$ cat src/rtl/modem_pkg.sv
package modem_pkg;
  localparam int unsigned REG_W     = 8;
  localparam int unsigned NUM_LINES = 4;
  // control register bit positions
  localparam int unsigned C_DTR  = 0;
  localparam int unsigned C_RTS  = 1;
  localparam int unsigned C_OUT1 = 2;
  localparam int unsigned C_OUT2 = 3;
  localparam int unsigned C_LOOP = 4;
  localparam int unsigned CTL_W  = C_LOOP + 1;
  // line index inside a level vector; status level bit = 4 + index
  localparam int unsigned L_CTS = 0;
  localparam int unsigned L_DSR = 1;
  localparam int unsigned L_RI  = 2;
  localparam int unsigned L_DCD = 3;
  typedef logic [NUM_LINES-1:0] lvl_t;
endpackage

$ cat src/rtl/modem_sync.sv
module modem_sync #(
  parameter int unsigned WIDTH  = 4,
  parameter int unsigned STAGES = 2
) (
  input  logic             clk_i,
  input  logic             rst_ni,
  input  logic [WIDTH-1:0] d_i,
  output logic [WIDTH-1:0] q_o
);
  logic [WIDTH-1:0] stg_q [STAGES];

  always_ff @(posedge clk_i or negedge rst_ni) begin
    if (!rst_ni) stg_q[0] <= '0;
    else         stg_q[0] <= d_i;
  end

  for (genvar s = 1; s < STAGES; s++) begin : g_stage
    always_ff @(posedge clk_i or negedge rst_ni) begin
      if (!rst_ni) stg_q[s] <= '0;
      else         stg_q[s] <= stg_q[s-1];
    end
  end

  assign q_o = stg_q[STAGES-1];
endmodule

$ cat src/rtl/modem_ctl_reg.sv
module modem_ctl_reg
  import modem_pkg::*;
(
  input  logic             clk_i,
  input  logic             rst_ni,
  input  logic             we_i,
  input  logic [REG_W-1:0] wdata_i,
  output logic [REG_W-1:0] rdata_o,
  output logic             loop_o,
  output lvl_t             lb_lvl_o,
  output logic             dtr_o,
  output logic             rts_o,
  output logic             out1_o,
  output logic             out2_o
);
  logic [CTL_W-1:0] ctl_q;

  always_ff @(posedge clk_i or negedge rst_ni) begin
    if (!rst_ni)   ctl_q <= '0;
    else if (we_i) ctl_q <= wdata_i[CTL_W-1:0];
  end

  assign rdata_o = {{(REG_W-CTL_W){1'b0}}, ctl_q};
  assign loop_o  = ctl_q[C_LOOP];

  // outputs parked low while looped back
  assign dtr_o  = ctl_q[C_DTR]  & ~loop_o;
  assign rts_o  = ctl_q[C_RTS]  & ~loop_o;
  assign out1_o = ctl_q[C_OUT1] & ~loop_o;
  assign out2_o = ctl_q[C_OUT2] & ~loop_o;

  // internal routing matrix
  always_comb begin
    lb_lvl_o        = '0;
    lb_lvl_o[L_CTS] = ctl_q[C_RTS];
    lb_lvl_o[L_DSR] = ctl_q[C_DTR];
    lb_lvl_o[L_RI]  = ctl_q[C_OUT1];
    lb_lvl_o[L_DCD] = ctl_q[C_OUT2];
  end
endmodule

$ cat src/rtl/modem_status.sv
module modem_status
  import modem_pkg::*;
(
  input  logic             clk_i,
  input  logic             rst_ni,
  input  logic             loop_i,
  input  lvl_t             lb_lvl_i,
  input  lvl_t             ext_lvl_i,
  input  logic             re_i,
  output logic [REG_W-1:0] rdata_o,
  output logic             irq_o
);
  lvl_t lvl_cur, lvl_q, chg, set_vec, delta_q, delta_d;

  assign lvl_cur = loop_i ? lb_lvl_i : ext_lvl_i;
  assign chg     = lvl_cur ^ lvl_q;

  always_comb begin
    set_vec       = chg;
    set_vec[L_RI] = lvl_q[L_RI] & ~lvl_cur[L_RI];  // falling edge only
    delta_d       = (re_i ? '0 : delta_q) | set_vec;  // new change beats read
  end

  always_ff @(posedge clk_i or negedge rst_ni) begin
    if (!rst_ni) begin
      lvl_q   <= '0;
      delta_q <= '0;
    end else begin
      lvl_q   <= lvl_cur;
      delta_q <= delta_d;
    end
  end

  assign rdata_o = {lvl_cur, delta_q};
  assign irq_o   = |delta_q;

  AST_IRQ_NEEDS_CHANGE: assert property (@(posedge clk_i) disable iff (!rst_ni)
    $rose(irq_o) |-> ($past(lvl_cur) != $past(lvl_cur, 2)));
  AST_RI_TRAILING_ONLY: assert property (@(posedge clk_i) disable iff (!rst_ni)
    $rose(rdata_o[L_RI]) |-> (!$past(lvl_cur[L_RI]) && $past(lvl_cur[L_RI], 2)));
  AST_READ_CLEARS: assert property (@(posedge clk_i) disable iff (!rst_ni)
    (re_i && lvl_cur == lvl_q) |=> (rdata_o[NUM_LINES-1:0] == '0 && !irq_o));
  AST_DELTA_STICKY: assert property (@(posedge clk_i) disable iff (!rst_ni)
    (!re_i && irq_o) |=> irq_o);
endmodule

$ cat src/rtl/uart_modem_ctl.sv
module uart_modem_ctl
  import modem_pkg::*;
#(
  parameter int unsigned SYNC_STAGES = 2
) (
  input  logic       clk_i,
  input  logic       rst_ni,
  input  logic       mcr_we_i,
  input  logic [7:0] mcr_wdata_i,
  output logic [7:0] mcr_rdata_o,
  input  logic       msr_re_i,
  output logic [7:0] msr_rdata_o,
  input  logic       cts_i,
  input  logic       dsr_i,
  input  logic       ri_i,
  input  logic       dcd_i,
  output logic       dtr_o,
  output logic       rts_o,
  output logic       out1_o,
  output logic       out2_o,
  output logic       irq_o
);
  lvl_t ext_raw, ext_lvl, lb_lvl;
  logic loop;

  always_comb begin
    ext_raw        = '0;
    ext_raw[L_CTS] = cts_i;
    ext_raw[L_DSR] = dsr_i;
    ext_raw[L_RI]  = ri_i;
    ext_raw[L_DCD] = dcd_i;
  end

  modem_sync #(.WIDTH(NUM_LINES), .STAGES(SYNC_STAGES)) u_sync (
    .clk_i (clk_i),
    .rst_ni(rst_ni),
    .d_i   (ext_raw),
    .q_o   (ext_lvl)
  );

  modem_ctl_reg u_ctl (
    .clk_i   (clk_i),
    .rst_ni  (rst_ni),
    .we_i    (mcr_we_i),
    .wdata_i (mcr_wdata_i),
    .rdata_o (mcr_rdata_o),
    .loop_o  (loop),
    .lb_lvl_o(lb_lvl),
    .dtr_o   (dtr_o),
    .rts_o   (rts_o),
    .out1_o  (out1_o),
    .out2_o  (out2_o)
  );

  modem_status u_stat (
    .clk_i    (clk_i),
    .rst_ni   (rst_ni),
    .loop_i   (loop),
    .lb_lvl_i (lb_lvl),
    .ext_lvl_i(ext_lvl),
    .re_i     (msr_re_i),
    .rdata_o  (msr_rdata_o),
    .irq_o    (irq_o)
  );

  AST_LOOP_OUTS_LOW: assert property (@(posedge clk_i) disable iff (!rst_ni)
    mcr_rdata_o[C_LOOP] |-> !(dtr_o || rts_o || out1_o || out2_o));
  AST_LOOP_ROUTE: assert property (@(posedge clk_i) disable iff (!rst_ni)
    mcr_rdata_o[C_LOOP] |-> (msr_rdata_o[7:4] ==
      {mcr_rdata_o[C_OUT2], mcr_rdata_o[C_OUT1], mcr_rdata_o[C_DTR], mcr_rdata_o[C_RTS]}));
  AST_MCR_WRITE: assert property (@(posedge clk_i) disable iff (!rst_ni)
    mcr_we_i |=> (mcr_rdata_o == {3'b000, $past(mcr_wdata_i[4:0])}));
endmodule

$ cat config.mk
export PLATFORM = sky130hd
export DESIGN_NAME = uart_modem_ctl
export DESIGN_NICKNAME = d
export VERILOG_FILES = /design/src/rtl/modem_pkg.sv /design/src/rtl/modem_sync.sv /design/src/rtl/modem_ctl_reg.sv /design/src/rtl/modem_status.sv /design/src/rtl/uart_modem_ctl.sv
export SDC_FILE = /design/constraint.sdc
export NUM_CORES = 1
export LEC_CHECK = 0
export ABC_AREA = 1
export BUFFER_PORTS_ARGS = -buffer_cell sky130_fd_sc_hd__buf_2
export CAP_MARGIN = 40
export CORE_MARGIN = 4
export CORE_UTILIZATION = 35
export CTS_CLUSTER_DIAMETER = 40
export DETAILED_ROUTE_END_ITERATION = 8
export PLACE_DENSITY = 0.61
export SETUP_SLACK_MARGIN = 0.2
export SLEW_MARGIN = 15
export SYNTH_ARGS = -nofsm -noshare
export SYNTH_HDL_FRONTEND = slang
export SYNTH_SLANG_ARGS = --single-unit
$ cat constraint.sdc
create_clock -name clk_i -period 2.4 [get_ports clk_i]
set_clock_uncertainty 0.2 [all_clocks]
set_input_delay 0.12 -clock clk_i [delete_from_list [all_inputs] [get_ports clk_i]]
set_output_delay 0.12 -clock clk_i [all_outputs]
set_load 0.05 [all_outputs]
==> results of run 1 <==
## cell type report
| type | instances | share of cell area, % |
|---|---|---|
| flip-flops and latches | 21 | 43.4 |
| repair buffers | 51 | 29.8 |
| multi-input cells | 53 | 18.0 |
| inverters | 12 | 3.72 |
| well taps | 28 | 2.90 |
| clock buffers | 4 | 2.17 |
## registers in the layout, indices dropped and copies added (netlist names)
name / cells
u_ctl.ctl_q: 5
u_stat.delta_q: 4
u_stat.lvl_q: 4
u_sync.q_o: 4
u_sync.stg_q: 4
## where the power goes
group          total, W  switching, W  internal [W]
registers      0.000413     0.0000257      0.000388
clock network  0.000166      0.000101     0.0000647
logic          0.000275      0.000198     0.0000776
## synthesized netlist by cell type
master,number
inv_1,12
buf_2,1
nand3_1,10
buf_6,1
o21ai_0,5
nand2_1,29
buf_4,4
nor2_1,6
dfrtp_1,21
conb_1,1
## logic make-up (layout without fill, tap and decap cells)
family | count (synthesis) | in the layout | synth area share (%)
AND/OR/NAND/NOR | 45 | 45 | 21.9
other | 1 | 3 | 0.453
buffers and inverters | 18 | 67 | 11.0
flip-flops | 21 | 21 | 63.5
AO/OA/AOI/OAI | 5 | 5 | 3.03
## per-stage QoR
stage,hold slack (ns),worst slack [ns]
after floorplan,-0.376,0.668
after detailed placement,-0.0961,0.835
after CTS,0.100,0.429
final,0.0952,0.368
after global routing,0.118,0.328
after global placement,-0.104,0.839
## path summary, 6_finish.rpt
check | endpoint | startpoint | slack, ns | cells past startpoint
setup / recovery | u_ctl.ctl_q[3] | mcr_wdata_i[3] | 0.37 | 6
hold / removal | u_sync.stg_q[7] | rst_ni | 0.1 | 2
setup reg to reg | u_ctl.ctl_q[4] | u_ctl.ctl_q[4] | 0.51 | 3
hold reg to reg | u_sync.q_o[2] | u_sync.stg_q[6] | 0.16 | 0
max in group asynchronous | u_ctl.ctl_q[2] | rst_ni | 1.59 | 2
min in group clk_i | u_sync.q_o[2] | u_sync.stg_q[6] | 0.16 | 0
## repair_timing
item | in CTS | in global routing
hold buffers | 21 | 0
setup endpoints to repair | 0 | 0
endpoints found under the hold margin | 34 | 0
## layout by cell type (no fill, tap or decap), drive strengths merged
master / n
buf: 30
nand2: 29
dlygate4sd3: 21
dfrtp: 21
inv: 12
nand3: 10
nor2: 6
o21ai: 5
clkbuf: 4
conb: 3
## critical path, delay by kind of cell
| family | cells | cell delay [ns] |
|---|---|---|
| AO/OA/AOI/OAI | 1 | 0.08 |
| AND/OR/NAND/NOR | 1 | 0.04 |
| buffers and inverters | 4 | 1.77 |
## metal layers
| layer | track usage (%) | part of all wire [%] | vias up |
|---|---|---|---|
| met5 | 0 | 0 | - |
| met4 | 5.08 | 0.54 | 0 |
| met3 | 2.53 | 6.7 | 2 |
| met2 | 22.3 | 51 | 23 |
| met1 | 15.8 | 42 | 348 |
| li1 | - | - | 368 |
==> flow_summary.html, run 1 <==
<table>
<tr><th>Metric</th><th>Value</th></tr>
<tr><th colspan="2">Final layout</th></tr>
<tr><td>Share of layout cells above drive strength 1</td><td>23.4%</td></tr>
<tr><td>Total Nets Final</td><td>158</td></tr>
<tr><td>Growth of design area from synthesis to finish</td><td>46.3%</td></tr>
<tr><td>Count of filler cells inserted in the layout</td><td>217</td></tr>
<tr><td>Antenna fix cells</td><td>0</td></tr>
<tr><td>Final standard cell utilization of the core</td><td>54.2%</td></tr>
<tr><td>Final Instance Count excl. Fillers</td><td>169</td></tr>
<tr><td>Final Instance Area</td><td>1210 um^2</td></tr>
<tr><td>Reg area</td><td>526 um^2</td></tr>
<tr><td>Area taken by multi-input logic gates</td><td>218 um^2</td></tr>
<tr><th colspan="2">Timing</th></tr>
<tr><td>Maximum frequency from static timing analysis</td><td>492 MHz</td></tr>
<tr><td>Share of the clock period used by the worst path after layout</td><td>84.7%</td></tr>
<tr><td>Number of max-slew violations in the final report</td><td>0</td></tr>
<tr><td>Total setup violations reported at the end of the flow</td><td>0</td></tr>
<tr><td>Unrepaired setup endpoints after global routing</td><td>false</td></tr>
<tr><td>Final-layout setup total negative slack</td><td>0 ns</td></tr>
<tr><td>Clock period minus final worst setup slack</td><td>2.03 ns</td></tr>
<tr><td>Final Hold Vio Count</td><td>0</td></tr>
<tr><th colspan="2">Detailed routing</th></tr>
<tr><td>First-pass iteration count of the detailed router</td><td>4</td></tr>
<tr><td>DRC errors left</td><td>0</td></tr>
<tr><td>Total via count in the routed design</td><td>741</td></tr>
<tr><td>Average wire length per cell after detail routing</td><td>11.0 um</td></tr>
<tr><td>Number of nets with antenna violations after detailed routing</td><td>0</td></tr>
<tr><td>Number of design-rule violations left by the first detailed-router iteration</td><td>12</td></tr>
<tr><td>Drt via density</td><td>4.38</td></tr>
<tr><td>Routed WL</td><td>1860 um</td></tr>
<tr><th colspan="2">Placement</th></tr>
<tr><td>Cell area reported after detailed placement</td><td>973 um^2</td></tr>
<tr><td>Number of cells in the design after placement</td><td>144</td></tr>
<tr><td>Post-DP HPWL</td><td>1230 um</td></tr>
<tr><td>Routability-driven placement congestion ratio</td><td>0.709</td></tr>
<tr><td>IO Port Bufs</td><td>30</td></tr>
<tr><th colspan="2">Synth</th></tr>
<tr><td>Cell type with the highest aggregate area in the netlist</td><td>dfrtp_1</td></tr>
<tr><td>Number of instances in the synthesized netlist</td><td>90</td></tr>
<tr><td>Syn. warnings</td><td>0</td></tr>
<tr><td>Leading post-synthesis cells by cell area</td><td>dfrtp_1 (64%), nand2_1 (13%), nand3_1 (6.1%), inv_1 (5.4%), buf_4 (3.6%)</td></tr>
<tr><td>Share of Yosys cell area claimed by the top area cell type</td><td>63.5%</td></tr>
<tr><td>Avg Inst Size Synth</td><td>9.19 um^2</td></tr>
<tr><td>Distinct cell type count after synthesis</td><td>10</td></tr>
<tr><td>Sequential area share after synthesis</td><td>63.5%</td></tr>
<tr><td>Netlist area before placement</td><td>827 um^2</td></tr>
<tr><td>Total of flip-flops plus latches after synthesis</td><td>21</td></tr>
<tr><th colspan="2">Global routing</th></tr>
<tr><td>Total routing usage reported by global routing</td><td>13.0%</td></tr>
<tr><td>Wire length of the first global-routing pass</td><td>3280 um</td></tr>
<tr><td>Maximum number of pins on one net before global-route repair</td><td>22</td></tr>
<tr><td>Total congestion overflow</td><td>0</td></tr>
<tr><td>Antenna violations before repair</td><td>0</td></tr>
<tr><td>Via count of the first global-routing pass</td><td>763</td></tr>
<tr><th colspan="2">Floorplan</th></tr>
<tr><td>Die area</td><td>3200 um^2</td></tr>
<tr><td># IOs</td><td>37</td></tr>
<tr><td>CORE AREA</td><td>2230 um^2</td></tr>
<tr><td>Number of placement rows</td><td>17</td></tr>
<tr><td>Floorplan die height</td><td>56.6 um</td></tr>
<tr><td>Horizontal die dimension</td><td>56.6 um</td></tr>
<tr><td>Initial standard-cell utilization of the core</td><td>37.0%</td></tr>
<tr><th colspan="2">Setup path</th></tr>
<tr><td>Startpoint kind of the worst setup timing path</td><td>primary input</td></tr>
<tr><td>Type of the setup path with the least slack</td><td>in -&gt; reg</td></tr>
<tr><td>Required time of the worst setup path</td><td>2.39 ns</td></tr>
<tr><td>Max FO, Critical Path</td><td>1</td></tr>
<tr><td>Largest stage delay, worst path</td><td>0.56 ns</td></tr>
<tr><td>Data arrival time at the worst-slack endpoint</td><td>2.02 ns</td></tr>
<tr><td>Crit path cell chain</td><td>dlygate4sd3_1 -&gt; buf_2 -&gt; nand2_1 -&gt; dlygate4sd3_1 -&gt; o21ai_0 -&gt; dlygate4sd3_1</td></tr>
<tr><td>Cell repeated most along the worst path</td><td>dlygate4sd3_1</td></tr>
<tr><td>Critical Path Sink Type</td><td>flop</td></tr>
<tr><td>Crit-path slowest cell</td><td>dlygate4sd3_1</td></tr>
<tr><th colspan="2">Clocking</th></tr>
<tr><td>CTS H-tree depth</td><td>1</td></tr>
<tr><td>Reg clk slew, reported paths</td><td>0.11 ns</td></tr>
<tr><td>Number of clock sinks seen by CTS</td><td>21</td></tr>
<tr><td>TritonCTS buffer count</td><td>3</td></tr>
<tr><td>CTS-repair resized insts</td><td>0</td></tr>
<tr><td>Clock tree from TritonCTS</td><td>done</td></tr>
<tr><td>Clock insertion delay at the later pin of the skew report</td><td>0.29 ns</td></tr>
<tr><td>Post-CTS setup buffer count</td><td>0</td></tr>
<tr><td>Buffer type at the clock tree root</td><td>clkbuf_4</td></tr>
<tr><td>Bufs on Longest Clock Path</td><td>2</td></tr>
<tr><th colspan="2">Power and ir drop</th></tr>
<tr><td>Power per cell area</td><td>706 nW/um^2</td></tr>
<tr><td>Largest vdd supply drop</td><td>0.446 mV</td></tr>
<tr><td>Pwr Total</td><td>0.000855 W</td></tr>
<tr><td>Static Leak</td><td>0.649 nW</td></tr>
<tr><th colspan="2">Run</th></tr>
<tr><td>Max-cap viol count</td><td>0</td></tr>
<tr><th colspan="2">Worst hold path</th></tr>
<tr><td>Class of the tightest hold or removal check</td><td>in -&gt; async</td></tr>
<tr><th colspan="2">Outcome</th></tr>
<tr><td>Outcome</td><td>complete, no violations</td></tr>
</table>
Note: power is estimated with default switching activity, not from simulation.
==> inputs of run 2 (changes only) <==
--- a/config.mk
+++ b/config.mk
@@ -12,7 +12,7 @@
 export CORE_UTILIZATION = 35
 export CTS_CLUSTER_DIAMETER = 40
 export DETAILED_ROUTE_END_ITERATION = 8
-export PLACE_DENSITY = 0.61
+export PLACE_DENSITY = 0.64
 export SETUP_SLACK_MARGIN = 0.2
 export SLEW_MARGIN = 15
 export SYNTH_ARGS = -nofsm -noshare
==> constraint.sdc (replaced) <==
create_clock -name clk_i -period 1.73 [get_ports clk_i]
set_clock_uncertainty 0.2 [all_clocks]
set_input_delay 0.0865 -clock clk_i [delete_from_list [all_inputs] [get_ports clk_i]]
set_output_delay 0.0865 -clock clk_i [all_outputs]
set_load 0.05 [all_outputs]
==> run 2 against run 1 <==
Count of clock-buffer cells in the layout decreased by 1; global-route usage decreased by 0.44 points; routed wire length increased by 9.7%; via count increased by 0.67%; sequential power increased by 40%; critical path depth decreased by 2; non-clock buffer count increased by 2; final cell count increased by 1.2%; critical path type is now reg -> out; highest routed layer unchanged.
==> flow_summary.html, run 2 (synthesized netlist as in run 1, its figures left out) <==
<table>
<tr><th>Metric</th><th>Value</th></tr>
<tr><th colspan="2">Setup path</th></tr>
<tr><td>Number of cell instances on the worst register-to-register path</td><td>5</td></tr>
<tr><td>Required time of the worst setup path</td><td>1.44 ns</td></tr>
<tr><td>Max FO, Critical Path</td><td>8</td></tr>
<tr><td>Data arrival time at the worst-slack endpoint</td><td>1.23 ns</td></tr>
<tr><td>Startpoint kind of the worst setup timing path</td><td>flop</td></tr>
<tr><td>Type of the setup path with the least slack</td><td>reg -&gt; out</td></tr>
<tr><td>Critical register-to-register path endpoint</td><td>u_stat.delta_q[1]</td></tr>
<tr><td>Source of the worst register-to-register timing path</td><td>u_ctl.ctl_q[4]</td></tr>
<tr><td>Critical Path Sink Type</td><td>output pin</td></tr>
<tr><td>Register-to-Register Setup Slack</td><td>0.45 ns</td></tr>
<tr><th colspan="2">Power and ir drop</th></tr>
<tr><td>Power per cell area</td><td>915 nW/um^2</td></tr>
<tr><td>Static Leak</td><td>0.718 nW</td></tr>
<tr><td>Largest vdd supply drop</td><td>0.694 mV</td></tr>
<tr><th colspan="2">Worst hold path</th></tr>
<tr><td>Class of the tightest hold or removal check</td><td>in -&gt; async</td></tr>
<tr><th colspan="2">Detailed routing</th></tr>
<tr><td>Number of nets with antenna violations after detailed routing</td><td>0</td></tr>
<tr><td>DRC errors left</td><td>0</td></tr>
<tr><td>Routed WL</td><td>2040 um</td></tr>
<tr><td>Total via count in the routed design</td><td>746</td></tr>
<tr><td>Number of design-rule violations left by the first detailed-router iteration</td><td>6</td></tr>
<tr><td>First-pass iteration count of the detailed router</td><td>4</td></tr>
<tr><td>Drt via density</td><td>4.36</td></tr>
<tr><td>Average wire length per cell after detail routing</td><td>11.9 um</td></tr>
<tr><th colspan="2">Timing</th></tr>
<tr><td>Number of max-slew violations in the final report</td><td>0</td></tr>
<tr><td>Final Hold Vio Count</td><td>0</td></tr>
<tr><td>Clock period minus final worst setup slack</td><td>1.52 ns</td></tr>
<tr><td>Total setup violations reported at the end of the flow</td><td>0</td></tr>
<tr><td>Share of the clock period used by the worst path after layout</td><td>87.9%</td></tr>
<tr><td>Unrepaired setup endpoints after global routing</td><td>true</td></tr>
<tr><td>Setup slack of the critical path after layout</td><td>0.210 ns</td></tr>
<tr><td>Final-layout setup total negative slack</td><td>0 ns</td></tr>
<tr><td>Maximum frequency from static timing analysis</td><td>658 MHz</td></tr>
<tr><th colspan="2">Floorplan</th></tr>
<tr><td>Number of placement rows</td><td>17</td></tr>
<tr><td>Horizontal die dimension</td><td>56.6 um</td></tr>
<tr><td>Die area</td><td>3200 um^2</td></tr>
<tr><td>Floorplan die height</td><td>56.6 um</td></tr>
<tr><td>Initial standard-cell utilization of the core</td><td>37.0%</td></tr>
<tr><td># IOs</td><td>37</td></tr>
<tr><td>CORE AREA</td><td>2230 um^2</td></tr>
<tr><th colspan="2">Placement</th></tr>
<tr><td>Post-place setup slack</td><td>0.326 ns</td></tr>
<tr><td>Cell area reported after detailed placement</td><td>991 um^2</td></tr>
<tr><td>Post-DP HPWL</td><td>1220 um</td></tr>
<tr><td>IO Port Bufs</td><td>30</td></tr>
<tr><td>Routability-driven placement congestion ratio</td><td>0.745</td></tr>
<tr><th colspan="2">Final layout</th></tr>
<tr><td>Highest-count cells in the layout ignoring fill and taps</td><td>buf_2 (21), dfrtp_1 (19), nand2_1 (17), dlygate4sd3_1 (17), inv_1 (11)</td></tr>
<tr><td>Reg area</td><td>528 um^2</td></tr>
<tr><td>Share of layout cells above drive strength 1</td><td>41.3%</td></tr>
<tr><td>Area taken by multi-input logic gates</td><td>332 um^2</td></tr>
<tr><td>Final Instance Area</td><td>1440 um^2</td></tr>
<tr><td>Total Nets Final</td><td>160</td></tr>
<tr><td>Most common library cell in the layout ignoring fill and taps</td><td>buf_2</td></tr>
<tr><td>Largest register FFs</td><td>5</td></tr>
<tr><td>Top reg by flops</td><td>u_ctl.ctl_q</td></tr>
<tr><td>Count of filler cells inserted in the layout</td><td>181</td></tr>
<tr><td>Antenna fix cells</td><td>0</td></tr>
<tr><td>Growth of design area from synthesis to finish</td><td>74.0%</td></tr>
<tr><th colspan="2">Global routing</th></tr>
<tr><td>Maximum number of pins on one net before global-route repair</td><td>22</td></tr>
<tr><td>Wire length of the first global-routing pass</td><td>3130 um</td></tr>
<tr><td>Total routing usage reported by global routing</td><td>12.5%</td></tr>
<tr><td>Antenna violations before repair</td><td>0</td></tr>
<tr><td>Via count of the first global-routing pass</td><td>752</td></tr>
<tr><td>Total congestion overflow</td><td>0</td></tr>
<tr><th colspan="2">Clocking</th></tr>
<tr><td>TritonCTS buffer count</td><td>3</td></tr>
<tr><td>Number of clock sinks seen by CTS</td><td>21</td></tr>
<tr><td>Clock insertion delay at the later pin of the skew report</td><td>0.31 ns</td></tr>
<tr><td>Buffer type at the clock tree root</td><td>clkbuf_4</td></tr>
<tr><td>Bufs on Longest Clock Path</td><td>2</td></tr>
<tr><td>CTS H-tree depth</td><td>1</td></tr>
<tr><td>Clock tree from TritonCTS</td><td>done</td></tr>
<tr><td>Reg clk slew, reported paths</td><td>0.12 ns</td></tr>
<tr><th colspan="2">Outcome</th></tr>
<tr><td>Outcome</td><td>complete, no violations</td></tr>
<tr><th colspan="2">Run</th></tr>
<tr><td>Max-cap viol count</td><td>0</td></tr>
</table>
## run 2: cell types whose count changed in the layout (fill, tap and decap cells not counted), moves of 3 or more
| cell | delta |
|---|---|
| buf_8 | +7 |
| nand2_4 | +8 |
| nand2_2 | +3 |
| dlygate4sd3_1 | -4 |
| nor2_1 | -4 |
| buf_4 | +4 |
| nand2_1 | -12 |
| nor2_4 | +4 |
| buf_6 | +3 |
| buf_2 | -9 |
## run 2: where the power goes
| group | switching [W] | internal (W) | leakage, nW | total (W) |
|---|---|---|---|---|
| logic | 0.000318 | 0.000174 | 0.459 | 0.000492 |
| clock network | 0.000158 | 0.0000882 | 0.0139 | 0.000246 |
| registers | 0.0000396 | 0.000539 | 0.245 | 0.000578 |
| total | 0.000515 | 0.000801 | 0.718 | 0.00132 |
## run 2: timing repair
item / 4_1_cts / 5_1_grt
hold buffers: 17 / 0
pin swaps: 0 / 7
setup endpoints to repair: 7 / 10
endpoints found under the hold margin: 34 / 0
gates resized for setup: 14 / 48
cloned: 0 / 0
setup buffers: 1 / 4
## run 2: critical path, cell delays in order (launching register included)
cell     delay, ns
dfrtp_2       0.48
buf_12        0.17
nand2_4       0.07
nand2_4       0.05
buf_8         0.14
## run 2: layer usage
layer	GRT usage (%)	up-vias	wire [um]	part of all wire (%)
met3	5.52	2	162	7.9
met1	13.5	350	796	39
met2	22.3	23	1070	52
met4	3.05	0	17	0.83
met5	0	-	0	0
li1	-	371	-	-
## run 2: cell type report
cell class                      instances  share of cell area, %
Clock buffer                            3                   1.57
Timing Repair Buffer                   53                   32.3
Clock inverter                          1                  0.522
Sequential cell                        21                   36.7
Multi-Input combinational cell         53                   23.0
Tap cell                               28                   2.43
Inverter                               12                   3.48
## run 2: through the flow
step           utilization [%]  total power (W)  hold slack (ns)  cells
2_1_floorplan                -         0.000849           -0.409     92
3_3_place_gp              44.4         0.000924           -0.139    145
3_5_place_dp              44.4         0.000930           -0.134    145
4_1_cts                   55.4          0.00123           0.0528    167
5_1_grt                   64.4          0.00138           0.0814    171
6_report                  64.4          0.00132           0.0408    171
## run 2: worst max-delay path by stage
stage	end	startpoint	depth (start not counted)	slack (ns)
detailed placement	msr_rdata_o[4]	u_ctl.ctl_q[4]	4	0.33
floorplan	u_stat.lvl_q[3]	u_ctl.ctl_q[3]	2	0.24
global route	msr_rdata_o[6]	u_ctl.ctl_q[4]	4	0.15
CTS	out2_o	u_ctl.ctl_q[4]	3	0.18
global placement	msr_rdata_o[6]	u_ctl.ctl_q[4]	4	0.35
finish	msr_rdata_o[6]	u_ctl.ctl_q[4]	4	0.21
